### config.mk
export PLATFORM = sky130hd
export DESIGN_NAME = keyscan_ctrl
export DESIGN_NICKNAME = d
export VERILOG_FILES = /design/src/rtl/keyscan_pkg.sv /design/src/rtl/keyscan_scan_ctr.sv /design/src/rtl/keyscan_row_eval.sv /design/src/rtl/keyscan_key_table.sv /design/src/rtl/keyscan_ctrl.sv
export SDC_FILE = /design/constraint.sdc
export NUM_CORES = 1
export LEC_CHECK = 0
export CORE_ASPECT_RATIO = 1.25
export CORE_MARGIN = 2
export CORE_UTILIZATION = 60
export DETAILED_ROUTE_END_ITERATION = 12
export GPL_ROUTABILITY_DRIVEN = 0
export PLACE_DENSITY = 0.89
export SLEW_MARGIN = 10
export SYNTH_ARGS = -nofsm -noshare
export SYNTH_HDL_FRONTEND = slang
export SYNTH_SLANG_ARGS = --single-unit
export TNS_END_PERCENT = 5
### constraint.sdc
create_clock -name clk_i -period 15 [get_ports clk_i]
set_input_delay 2.25 -clock clk_i [delete_from_list [all_inputs] [get_ports clk_i]]
set_output_delay 2.25 -clock clk_i [all_outputs]
set_load 0.1 [all_outputs]
### src/rtl/keyscan_pkg.sv
package keyscan_pkg;
  // per-key debounce state
  typedef enum logic [1:0] {
    K_OPEN  = 2'd0,
    K_SEEN1 = 2'd1,
    K_SEEN2 = 2'd2,
    K_DONE  = 2'd3
  } key_st_e;
endpackage

### src/rtl/keyscan_scan_ctr.sv
module keyscan_scan_ctr #(
  parameter int unsigned CNT_W = 4,
  parameter int unsigned ROWS  = 8,
  localparam int unsigned ROW_W = $clog2(ROWS),
  localparam int unsigned DEC_W = $clog2(CNT_W)
) (
  input  logic             clk_i,
  input  logic             rst_ni,
  input  logic             tick_i,
  input  logic             decoded_i,
  output logic [CNT_W-1:0] scan_o,
  output logic [ROW_W-1:0] row_o,
  output logic             row_vld_o,
  output logic             last_o
);
  logic [CNT_W-1:0] cnt_q;
  logic [DEC_W-1:0] dec_idx;
  logic [CNT_W-1:0] dec_lines;

  assign dec_idx = cnt_q[DEC_W-1:0];
  assign last_o  = decoded_i ? (dec_idx == DEC_W'(CNT_W - 1)) : (cnt_q == '1);

  always_ff @(posedge clk_i or negedge rst_ni) begin
    if (!rst_ni)     cnt_q <= '0;
    else if (tick_i) cnt_q <= last_o ? '0 : cnt_q + 1'b1;
  end

  for (genvar i = 0; i < CNT_W; i++) begin : g_dec
    assign dec_lines[i] = (dec_idx != DEC_W'(i));
  end

  assign scan_o    = decoded_i ? dec_lines : cnt_q;
  assign row_o     = decoded_i ? ROW_W'(dec_idx) : cnt_q[ROW_W-1:0];
  // binary style: upper half of the count is display-only
  assign row_vld_o = decoded_i | ((cnt_q >> ROW_W) == '0);
endmodule

### src/rtl/keyscan_row_eval.sv
module keyscan_row_eval
  import keyscan_pkg::*;
#(
  parameter int unsigned COLS = 8,
  localparam int unsigned COL_W   = $clog2(COLS),
  localparam int unsigned FRESH_W = $clog2(COLS + 1)
) (
  input  logic [COLS-1:0][1:0]  st_i,
  input  logic [COLS-1:0]       closed_i,
  input  logic                  lock_i,
  output logic [COLS-1:0][1:0]  st_o,
  output logic                  hit_o,
  output logic [COL_W-1:0]      col_o,
  output logic [FRESH_W-1:0]    fresh_o
);
  logic [COLS-1:0] ready;

  for (genvar c = 0; c < COLS; c++) begin : g_rdy
    assign ready[c] = closed_i[c] && (st_i[c] == K_SEEN2) && !lock_i;
  end

  // lowest ready column wins this slot
  always_comb begin
    col_o = '0;
    for (int c = COLS - 1; c >= 0; c--) begin
      if (ready[c]) col_o = COL_W'(c);
    end
  end
  assign hit_o = |ready;

  always_comb begin
    fresh_o = '0;
    for (int c = 0; c < COLS; c++) begin
      if (closed_i[c] && st_i[c] != K_DONE) fresh_o = fresh_o + 1'b1;
    end
  end

  always_comb begin
    for (int c = 0; c < COLS; c++) begin
      if (!closed_i[c])            st_o[c] = K_OPEN;
      else if (st_i[c] == K_DONE)  st_o[c] = K_DONE;
      else if (lock_i)             st_o[c] = K_SEEN1;
      else begin
        case (st_i[c])
          K_OPEN:  st_o[c] = K_SEEN1;
          K_SEEN1: st_o[c] = K_SEEN2;
          default: st_o[c] = (hit_o && col_o == COL_W'(c)) ? K_DONE : K_SEEN2;
        endcase
      end
    end
  end
endmodule

### src/rtl/keyscan_key_table.sv
module keyscan_key_table #(
  parameter int unsigned ROWS = 8,
  parameter int unsigned COLS = 8,
  localparam int unsigned ROW_W = $clog2(ROWS)
) (
  input  logic                 clk_i,
  input  logic                 rst_ni,
  input  logic                 we_i,
  input  logic [ROW_W-1:0]     row_i,
  input  logic [COLS-1:0][1:0] wdata_i,
  output logic [COLS-1:0][1:0] rdata_o
);
  logic [COLS-1:0][1:0] st_q [ROWS];

  for (genvar r = 0; r < ROWS; r++) begin : g_row
    always_ff @(posedge clk_i or negedge rst_ni) begin
      if (!rst_ni)                          st_q[r] <= '0;
      else if (we_i && row_i == ROW_W'(r))  st_q[r] <= wdata_i;
    end
  end

  assign rdata_o = st_q[row_i];
endmodule

### src/rtl/keyscan_ctrl.sv
module keyscan_ctrl #(
  parameter int unsigned ROWS  = 8,
  parameter int unsigned COLS  = 8,
  parameter int unsigned CNT_W = 4,
  localparam int unsigned ROW_W   = $clog2(ROWS),
  localparam int unsigned COL_W   = $clog2(COLS),
  localparam int unsigned CODE_W  = 2 + ROW_W + COL_W,
  localparam int unsigned FRESH_W = $clog2(COLS + 1)
) (
  input  logic              clk_i,
  input  logic              rst_ni,
  input  logic              tick_i,
  input  logic              decoded_i,
  input  logic              nkro_i,
  input  logic              spec_err_i,
  input  logic              fifo_full_i,
  input  logic [COLS-1:0]   ret_ni,
  input  logic              shift_i,
  input  logic              cntl_i,
  output logic [CNT_W-1:0]  scan_o,
  output logic              push_o,
  output logic [CODE_W-1:0] code_o,
  output logic              err_o
);
  logic [ROW_W-1:0]     row;
  logic                 row_vld, last, sample, lock;
  logic [COLS-1:0][1:0] st_cur, st_nxt;
  logic                 hit;
  logic [COL_W-1:0]     col;
  logic [FRESH_W-1:0]   fresh;
  logic                 crowd_q;
  logic [1:0]           seen_q, scan_sum;
  logic [2:0]           sum_raw;
  logic                 push_q, err_q;
  logic [CODE_W-1:0]    code_q;

  keyscan_scan_ctr #(.CNT_W(CNT_W), .ROWS(ROWS)) u_scan (
    .clk_i, .rst_ni, .tick_i, .decoded_i,
    .scan_o, .row_o(row), .row_vld_o(row_vld), .last_o(last)
  );

  assign sample = tick_i & row_vld;
  assign lock   = !nkro_i && crowd_q;

  keyscan_row_eval #(.COLS(COLS)) u_eval (
    .st_i(st_cur), .closed_i(~ret_ni), .lock_i(lock),
    .st_o(st_nxt), .hit_o(hit), .col_o(col), .fresh_o(fresh)
  );

  keyscan_key_table #(.ROWS(ROWS), .COLS(COLS)) u_table (
    .clk_i, .rst_ni, .we_i(sample), .row_i(row),
    .wdata_i(st_nxt), .rdata_o(st_cur)
  );

  // saturating (0,1,2+) count of unreported closed keys over the scan
  always_comb begin
    sum_raw = {1'b0, seen_q};
    if (sample) sum_raw = sum_raw + ((fresh > FRESH_W'(1)) ? 3'd2 : 3'(fresh));
    scan_sum = (sum_raw >= 3'd2) ? 2'd2 : sum_raw[1:0];
  end

  always_ff @(posedge clk_i or negedge rst_ni) begin
    if (!rst_ni) begin
      seen_q  <= '0;
      crowd_q <= 1'b0;
    end else if (tick_i) begin
      if (last) begin
        seen_q  <= '0;
        crowd_q <= (scan_sum == 2'd2);
      end else begin
        seen_q  <= scan_sum;
      end
    end
  end

  always_ff @(posedge clk_i or negedge rst_ni) begin
    if (!rst_ni) begin
      push_q <= 1'b0;
      err_q  <= 1'b0;
      code_q <= '0;
    end else begin
      push_q <= sample && hit && !fifo_full_i;
      err_q  <= (sample && hit && fifo_full_i) ||
                (tick_i && last && nkro_i && spec_err_i && scan_sum == 2'd2);
      if (sample && hit) code_q <= {cntl_i, shift_i, row, col};
    end
  end

  assign push_o = push_q;
  assign err_o  = err_q;
  assign code_o = code_q;
endmodule

# Word-level counts from Yosys, hierarchy flattened
# Cells that the tools add are included.
classes:
  n_addsub: 9
  n_lt_le_gt_ge: 3
  n_eq_ne: 52
  n_mux: 67
  n_bitwise: 4
  reduce_logical: 66
op_table:
  columns: ["cell", "n"]
  rows:
  - ["2-to-1 mux 2 bit", 26]
  - ["binary-select mux 16 bit (select 3 bit)", 1]
  - ["logical AND 1 bit", 48]
  - ["equality test 2 bit, second input constant", 18]
  - ["2-to-1 mux 4 bit", 9]
  - ["2-to-1 mux 3 bit", 11]
  - ["2-to-1 mux 16 bit", 2]
  - ["one-hot mux 2 bit (2 select lines)", 8]
  - ["adder 4 x 1 -> 4 bit, second input constant", 7]
  - ["equality test 3 bit, second input constant", 8]
  - ["!= test 2 bit, second input constant", 10]
  - ["equality test 2 x 1 -> 1 bit, second input constant", 8]
  - ["zero test 2 bit", 8]
  - ["equality test 3 x 2 -> 1 bit, second input constant", 4]
  - ["2-to-1 mux 1 bit", 10]
  - ["NOT 8 bit", 1]
  - ["OR reduction 8 bit", 1]
  - ["equality test 3 x 1 -> 1 bit, second input constant", 2]
  - ["zero test 3 bit", 2]
  - ["equality test 4 bit, second input constant", 1]
  - [">= comparator 4 bit, second input constant", 1]
  - ["greater-than comparator 4 x 1 -> 1 bit, second input constant", 1]
  - ["zero test 4 bit", 1]
  - ["NOT 3 -> 4 bit", 1]
  - ["10 further kinds", 12]
totals:
  ff_bits: 145
  wordCells: 271

# Logic depth before layout (Yosys ltp)
# Gate-level depths: netlist of the first run.
logic_depth:
  word_depth: 31
  depth_mapped: 37

# Hierarchy
# Synthesis of the first run repeated with hierarchy kept, for this count alone.
hier_totals:
  hier_cells: 628
  area_unflattened_um2: 8006.4
modules_own_cells:
  columns: ["module", "n_inst", "cells_per_inst", "area_per_inst_um2", "seq_area_each_um2"]
  rows:
  - ["keyscan_key_table", 1, 395, 5955.7, 3203.1]
  - ["keyscan_row_eval", 1, 143, 1069.8, 0.0]
  - ["keyscan_ctrl", 1, 54, 664.4, 325.3]
  - ["keyscan_scan_ctr", 1, 36, 316.6, 100.1]

# Worst setup path before layout of the first run
# Ideal clock, no wire load.
synth_path:
  kind: "input-to-reg"
  from: "input decoded_i"
  to: "register seen_q[0]"
  setup_ns: 0.077
  arrival_ns: 8.149
  required_time_ns: 14.923
  slack_ns: 6.774
  stages: 34
  cell_sequence: "nand2b_1 buf_2 buf_1 mux2i_1 nor2_1 or2_2 inv_1 ha_1 xnor2_1 inv_1 ha_1 inv_1 a21boi_0 ha_1 nand2_1 nand2_1 ha_1 nor2_1 nor2_1 ha_1 nand2_1 o31ai_1 ha_1 or3_1 nor3_1 a21oi_1 nor2_1 ha_1 inv_1 fa_1 a21oi_1 a21oi_1 o211ai_1 a21oi_1"
synth_via:
  elab_chain_len: 29
  elab_cells_between_ends: 46
synth_lines:
  columns: ["element", "line", "source"]
  rows:
  - ["start: declaration", "keyscan_ctrl.sv:13", "input logic decoded_i,"]
  - ["2-to-1 mux 3 bit", "keyscan_scan_ctr.sv:33", "assign row_o = decoded_i ? ROW_W'(dec_idx) : cnt_q[ROW_W-1:0];"]
  - ["NOT 3 -> 4 bit (not written as such)", "keyscan_key_table.sv:22", "assign rdata_o = st_q[row_i];"]
  - ["binary-select mux 16 bit (select 3 bit)", "keyscan_key_table.sv:22", null]
  - ["2-to-1 mux 16 bit (not written as such) (2 in series)", "keyscan_key_table.sv:22", null]
  - ["!= test 2 bit", "keyscan_row_eval.sv:34", "if (closed_i[c] && st_i[c] != K_DONE) fresh_o = fresh_o + 1'b1;"]
  - ["logical AND 1 bit", "keyscan_row_eval.sv:34", null]
  - ["2-to-1 mux 1 bit", "keyscan_row_eval.sv:34", null]
  - ["adder 1 x 1 -> 2 bit", "keyscan_row_eval.sv:34", null]
  - ["(+12 left out)", null, null]
  - ["2-to-1 mux 4 bit", "keyscan_row_eval.sv:34", null]
  - ["greater-than comparator 4 x 1 -> 1 bit", "keyscan_ctrl.sv:58", "if (sample) sum_raw = sum_raw + ((fresh > FRESH_W'(1)) ? 3'd2 : 3'(fresh));"]
  - ["2-to-1 mux 3 bit", "keyscan_ctrl.sv:58", null]
  - ["adder 2 x 3 -> 3 bit", "keyscan_ctrl.sv:58", null]
  - ["2-to-1 mux 3 bit", "keyscan_ctrl.sv:58", null]
  - [">= comparator 3 x 2 -> 1 bit", "keyscan_ctrl.sv:59", "scan_sum = (sum_raw >= 3'd2) ? 2'd2 : sum_raw[1:0];"]
  - ["2-to-1 mux 2 bit", "keyscan_ctrl.sv:59", null]
  - ["2-to-1 mux 2 bit *", "keyscan_ctrl.sv:67", "if (last) begin"]
  - ["end signal: assignment", "keyscan_ctrl.sv:71", "seen_q <= scan_sum;"]
  - ["end: declaration", "keyscan_ctrl.sv:32", "logic [1:0] seen_q, scan_sum;"]
# Every way passes the cells marked *; elsewhere a longest branch is shown, timed or not. The select of a mux whose other input is x is not followed.
# A chain may end at the register's enable or synchronous reset.

# Final worst setup path of the first run
# Same ends and word-level chain as after synthesis.

==> out/results.ini, run 1 <==
[global_routing]
globalRoute.totalOverflow = 0
grt_first_pass_wirelength_mm = 33.3
grt_max_degree = 76
grt_pass1_vias = 6439
grt_usage = 0.309
antenna_found_initial = 0

[yosys]
ys_seq_area_frac = 0.459
syn_area_um2 = 7900
netlist_instances = 727
synth_nets = 757
synthDistinctLibCells = 61
synth_edf_count = 0
async_flop_share = 1.00
yosys_warnings = 0
ys_seq_elements = 145
synth_area_per_cell_um2 = 10.9
synth_flop_cell = dfrtp_1

[die]
rows = 46
dieArea_um2 = 14100
die_w_um = 107
io_pins = 31
core_um2 = 12800
initial_core_util = 0.618
dieHeight_um = 132

[cells_and_area]
drive_above_1_share = 0.204
final_cell_mix = 144 x dfrtp_1, 102 x nand2_1, 73 x o31ai_1, 72 x mux2_2, 43 x mux2i_1
final_nets = 773
fillers = 815
area_growth_pct = 12.6
final_common_cell = dfrtp_1
n_antenna_cell = 0
final_util = 0.696

[setup_path]
ff2ff_setup_slack_ps = 7410
slowest_delay_ps = 700
critical_path.most_common_cell = ha_1
path_class = in2reg
rr_worst_depth = 33
rr_endpoint = seen_q[0]
endpoint_kind = flip-flop
cp.required_ps = 15340
worstSetupStartpointType = primary input
worstReg2RegStart = u_scan.cnt_q[0]
cp_slowest_cell = clkdlybuf4s50_1
arrival_ps = 9390
cp_max_fo = 20

[cts]
cts_made_buffers = 17
cts-htree-levels = 4
tritoncts = done
cts_sinks = 145
clk_pin_slew_worst_paths_ps = 60
cts_resized = 0
cts_hold_buf = 0
insertion_delay_ps = 430
clockBufferDepth = 2
post_cts_buffers = 0
cts_root_buf = clkbuf_16

[hold_path]
hold_path.startpoint = u_table.st_q[22]
min_path_type = reg2reg
hold_depth = 2
min_to = u_table.st_q[22]

[sta]
fmax_mhz = 111
worst_pin_slew_ps = 1240
layout_min_cycle_time_ps = 9050
rsz0062_at_grt = no
finalSetupViolations = 0
slew_viol_final = 0
tns_ps = 0
skew_ps = 5.39
max_slew_margin = 0.168
min_period_over_period = 0.603
finalHoldViolations = 0

[placed_design]
portBuffers = 30
dp_hpwl_mm = 12.8

[routing]
via_per_inst = 6.75
routed-via-count = 6234
drc_errors = 0
drt-total-wl_mm = 20.6
dr.pass1.iters = 6
wire_per_inst_um = 22.3
drtIter0Drc = 711
ant_nets = 0

[run_status]
status = finished, final reports clean

[pwr]
finalPower_uw = 2260
peakVddDrop_mv = 0.168
powerDensity_nw_per_um2 = 254
leakage_uw = 0.00394

[flow_run]
max-cap-violations = 0

[logic make-up after synthesis]
| group | count (synthesis) | synth area share |
|---|---|---|
| AND/OR/NAND/NOR | 212 | 0.125 |
| flip-flops | 145 | 0.459 |
| multiplexers | 133 | 0.206 |
| AO/OA/AOI/OAI | 152 | 0.134 |
| buffers and inverters | 62 | 0.0355 |
| XOR/XNOR | 10 | 0.0187 |
| adder cells (fa/ha/maj) | 13 | 0.0215 |
[cells in the mapped netlist, types with 2 or more instances]
cell,instances,area [µm²]
ha_1,12,150
a21oi_4,2,32.5
o21ai_0,20,100
nand2b_1,8,50.1
clkbuf_1,30,113
xnor2_1,4,35.0
buf_2,8,40.0
buf_6,3,33.8
a21oi_2,2,17.5
mux2_2,72,811
buf_1,4,15.0
inv_1,14,52.6
mux2_4,2,30.0
xor2_1,2,17.5
nor2b_1,8,50.1
nand3_1,17,85.1
o22ai_1,2,12.5
nand3b_1,2,15.0
nor2_2,2,12.5
or3_1,2,12.5
and4_1,3,26.3
o211ai_1,2,15.0
nand2_1,102,383
a311oi_1,2,17.5
a2111oi_0,5,43.8
o31ai_1,73,548
nor3_1,10,50.1
nand4_1,5,31.3
or2_2,2,12.5
mux2i_1,43,430
mux4_2,16,360
nor2_1,39,146
dfrtp_1,145,3630
a21oi_1,33,165
nor3b_1,4,30.0
xnor3_2,2,47.6
[how the worst max path moves through the flow]
stage | endpoint | startpoint
after global routing | seen_q[0] | decoded_i
after detailed placement | seen_q[0] | decoded_i
after global placement | seen_q[0] | decoded_i
after CTS | seen_q[0] | decoded_i
after floorplan | seen_q[0] | decoded_i
final | seen_q[0] | decoded_i
[per-stage QoR]
stage / worst slack (ps) / hold WS, ps / instance area, µm² / cells
floorplan: 6770 / 441 / 7900 / 727
global placement: 6070 / 454 / 8300 / 892
detailed placement: 5660 / 460 / 8300 / 892
CTS: 6050 / 473 / 8900 / 923
global route: 5550 / 503 / 8900 / 923
finish: 5950 / 469 / 8900 / 923
[worst max-delay path: cells and delay by family]
kind,cells,cell delay [ps]
AOI/OAI and AO/OA,7,1130
and+or+nand+nor,11,1660
muxes,1,360
xor gates and xnor gates,1,340
adders and majority gates,8,2380
buffers and inverters,6,1270
[cell type report]
class / instances / area [µm²] / share of cell area
flip-flops and latches: 145 / 3630 / 0.408
clock inverters: 12 / 159 / 0.0179
well taps: 168 / 210 / 0.0236
repair buffers: 44 / 407 / 0.0457
multi-input cells: 520 / 3990 / 0.449
inverters: 15 / 56.3 / 0.00633
clock buffers: 19 / 443 / 0.0498
[routing by layer]
layer | share of wire | track usage | wire (µm) | vias to the layer above
met5 | 0 | 0 | 0 | -
met4 | 0.052 | 0.191 | 1080 | 0
met3 | 0.082 | 0.0682 | 1680 | 109
met2 | 0.51 | 0.516 | 10400 | 368
met1 | 0.36 | 0.359 | 7390 | 3067
li1 | - | - | - | 2690
[sequential cells by signal, indices dropped and copies added (netlist names)]
| register | cells |
|---|---|
| code_o | 8 |
| err_o | 1 |
| u_table.st_q | 128 |
| seen_q | 2 |
| push_o | 1 |
| crowd_q | 1 |
| u_scan.cnt_q | 4 |
[power breakdown]
part | switching (µW) | internal [µW] | leakage [µW] | total [µW]
sequential | 92.5 | 546 | 0.00189 | 639
combinational | 734 | 451 | 0.00177 | 1190
clock | 168 | 265 | 0.000278 | 433
(Power assumes the default switching activity.)
==> run 2: changes to the inputs <==
Settings changed: CORE_UTILIZATION 60 to 55, PLACE_DENSITY 0.89 to 0.86.
Clock period 15 ns to 8.15 ns, I/O delays scaled along.
==> out/results.ini, run 2 (synthesized netlist as in run 1, its figures left out) <==
[pwr]
seqPwrFrac = 0.287
p_sw_frac = 0.443
peakVddDrop_mv = 0.446
pwr-share-comb = 0.527
p_switching_uw = 1830
clkPwrFrac = 0.187
leakage_uw = 0.00395
powerDensity_nw_per_um2 = 463
p_int_uw = 2300

[cells_and_area]
largest_register = u_table.st_q
final_cell_mix = 144 x dfrtp_1, 101 x nand2_1, 73 x o31ai_1, 72 x mux2_2, 42 x mux2i_1
final_util = 0.627
final_cell_area_um2 = 8920
largest_reg_flops = 128
n_antenna_cell = 0
area_growth_pct = 12.8
final_nets = 774
drive_above_1_share = 0.211
final_common_cell = dfrtp_1

[sta]
layout_min_cycle_time_ps = 7670
fmax_mhz = 130
max_slew_margin = 0.159
worst_pin_slew_ps = 1260
skew_ps = 8.28
min_period_over_period = 0.941
slew_viol_final = 0
finalSetupViolations = 0
rsz0062_at_grt = no
fin_worst_hold_slack_ps = 474
finalHoldViolations = 0

[setup_path]
critPathBufInv = 5
cp_slowest_cell = clkdlybuf4s50_1
cp.required_ps = 8490
cp_max_fo = 6
slowest_delay_ps = 500
arrival_ps = 8010
crit_family = adder cells
worstSetupStartpointType = primary input
path_class = in2reg
endpoint_kind = flip-flop
critical_path.most_common_cell = ha_1

[die]
rows = 49
die_w_um = 111
dieArea_um2 = 15300
core_um2 = 14200
dieHeight_um = 138
io_pins = 31
initial_core_util = 0.556

[placed_design]
place_area_um2 = 8320
portBuffers = 30
dp_hpwl_mm = 12.7

[routing]
drtIter0Drc = 634
dr.pass1.iters = 5
via_per_inst = 6.51
ant_nets = 0
routed-via-count = 6084
drc_errors = 0
drt-total-wl_mm = 20.0
wire_per_inst_um = 21.4

[cts]
cts_made_buffers = 17
clockBufferDepth = 2
post_cts_buffers = 0
insertion_delay_ps = 430
cts_sinks = 145
clk_pin_slew_worst_paths_ps = 60
cts-htree-levels = 4
tritoncts = done
cts_root_buf = clkbuf_16

[global_routing]
antenna_found_initial = 0
grt_max_degree = 85
grt_usage = 0.267
grt_pass1_vias = 6344
grt_first_pass_wirelength_mm = 32.5
globalRoute.totalOverflow = 0

[hold_path]
min_path_type = reg2reg

[run_status]
status = finished, final reports clean

[flow_run]
max-cap-violations = 0

-- run 2: path summary, 6_finish.rpt --
path	startpoint	endpoint	slack, ps	cells after the start
worst min-delay path	u_table.st_q[70]	u_table.st_q[70]	470	2
worst max-delay path	decoded_i	seen_q[0]	480	33
max in group asynchronous	rst_ni	u_scan.cnt_q[0]	5880	2
worst max register to register	u_scan.cnt_q[0]	seen_q[0]	740	32
worst min register to register	u_table.st_q[70]	u_table.st_q[70]	470	2
min in group asynchronous	rst_ni	u_table.st_q[106]	770	1
-- run 2: per-stage QoR --
step	power (µW)	std cells	setup TNS (ps)	worst slack [ps]
6_report	4130	935	0	481
5_1_grt	4380	935	0	48.1
4_1_cts	4090	935	0	410
3_5_place_dp	3280	903	-14.0	-14.0
3_3_place_gp	3120	903	0	553
2_1_floorplan	2780	727	0	952
-- run 2: worst register-to-register path: cells and delay by family (launching register included) --
family / cells / cell delay (ps)
adders and majority gates: 8 / 2450
and+or+nand+nor: 10 / 1440
AOI/OAI and AO/OA: 7 / 1090
muxes: 2 / 910
buffers and inverters: 4 / 630
DFF: 1 / 480
xor gates and xnor gates: 1 / 340
-- run 2: power by group through the flow --
| stage | Sequential [µW] | Clock (µW) | Combinational, µW |
|---|---|---|---|
| floorplan | 1270 | 0 | 1510 |
| global placement | 1150 | 0 | 1970 |
| CTS | 1180 | 775 | 2130 |
| detailed placement | 1180 | 0 | 2100 |
| global route | 1210 | 809 | 2360 |
| finish | 1180 | 771 | 2170 |
-- run 2: area by class of cell --
type                            count  area, µm²
Clock buffer                       18        429
Clock inverter                     14        159
Fill cell                        1008       5310
Inverter                           15       56.3
Multi-Input combinational cell    520       4010
Sequential cell                   145       3630
Tap cell                          178        223
Timing Repair Buffer               45        414
-- run 2: routing by layer --
metal  up-vias  routed length (µm)  GRT usage  part of all wire
met5         -                   0          0                 0
met4         0                1090      0.172             0.054
met3        95                1310     0.0478             0.065
met2       309               10100      0.450              0.50
met1      2990                7510      0.314              0.38
li1       2690                   -          -                 -
-- run 2: what timing repair did --
action	CTS	global route
resized for setup	0	3
hold buffers	0	0
endpoints found under the setup margin	0	4
endpoints found under the hold margin	0	0
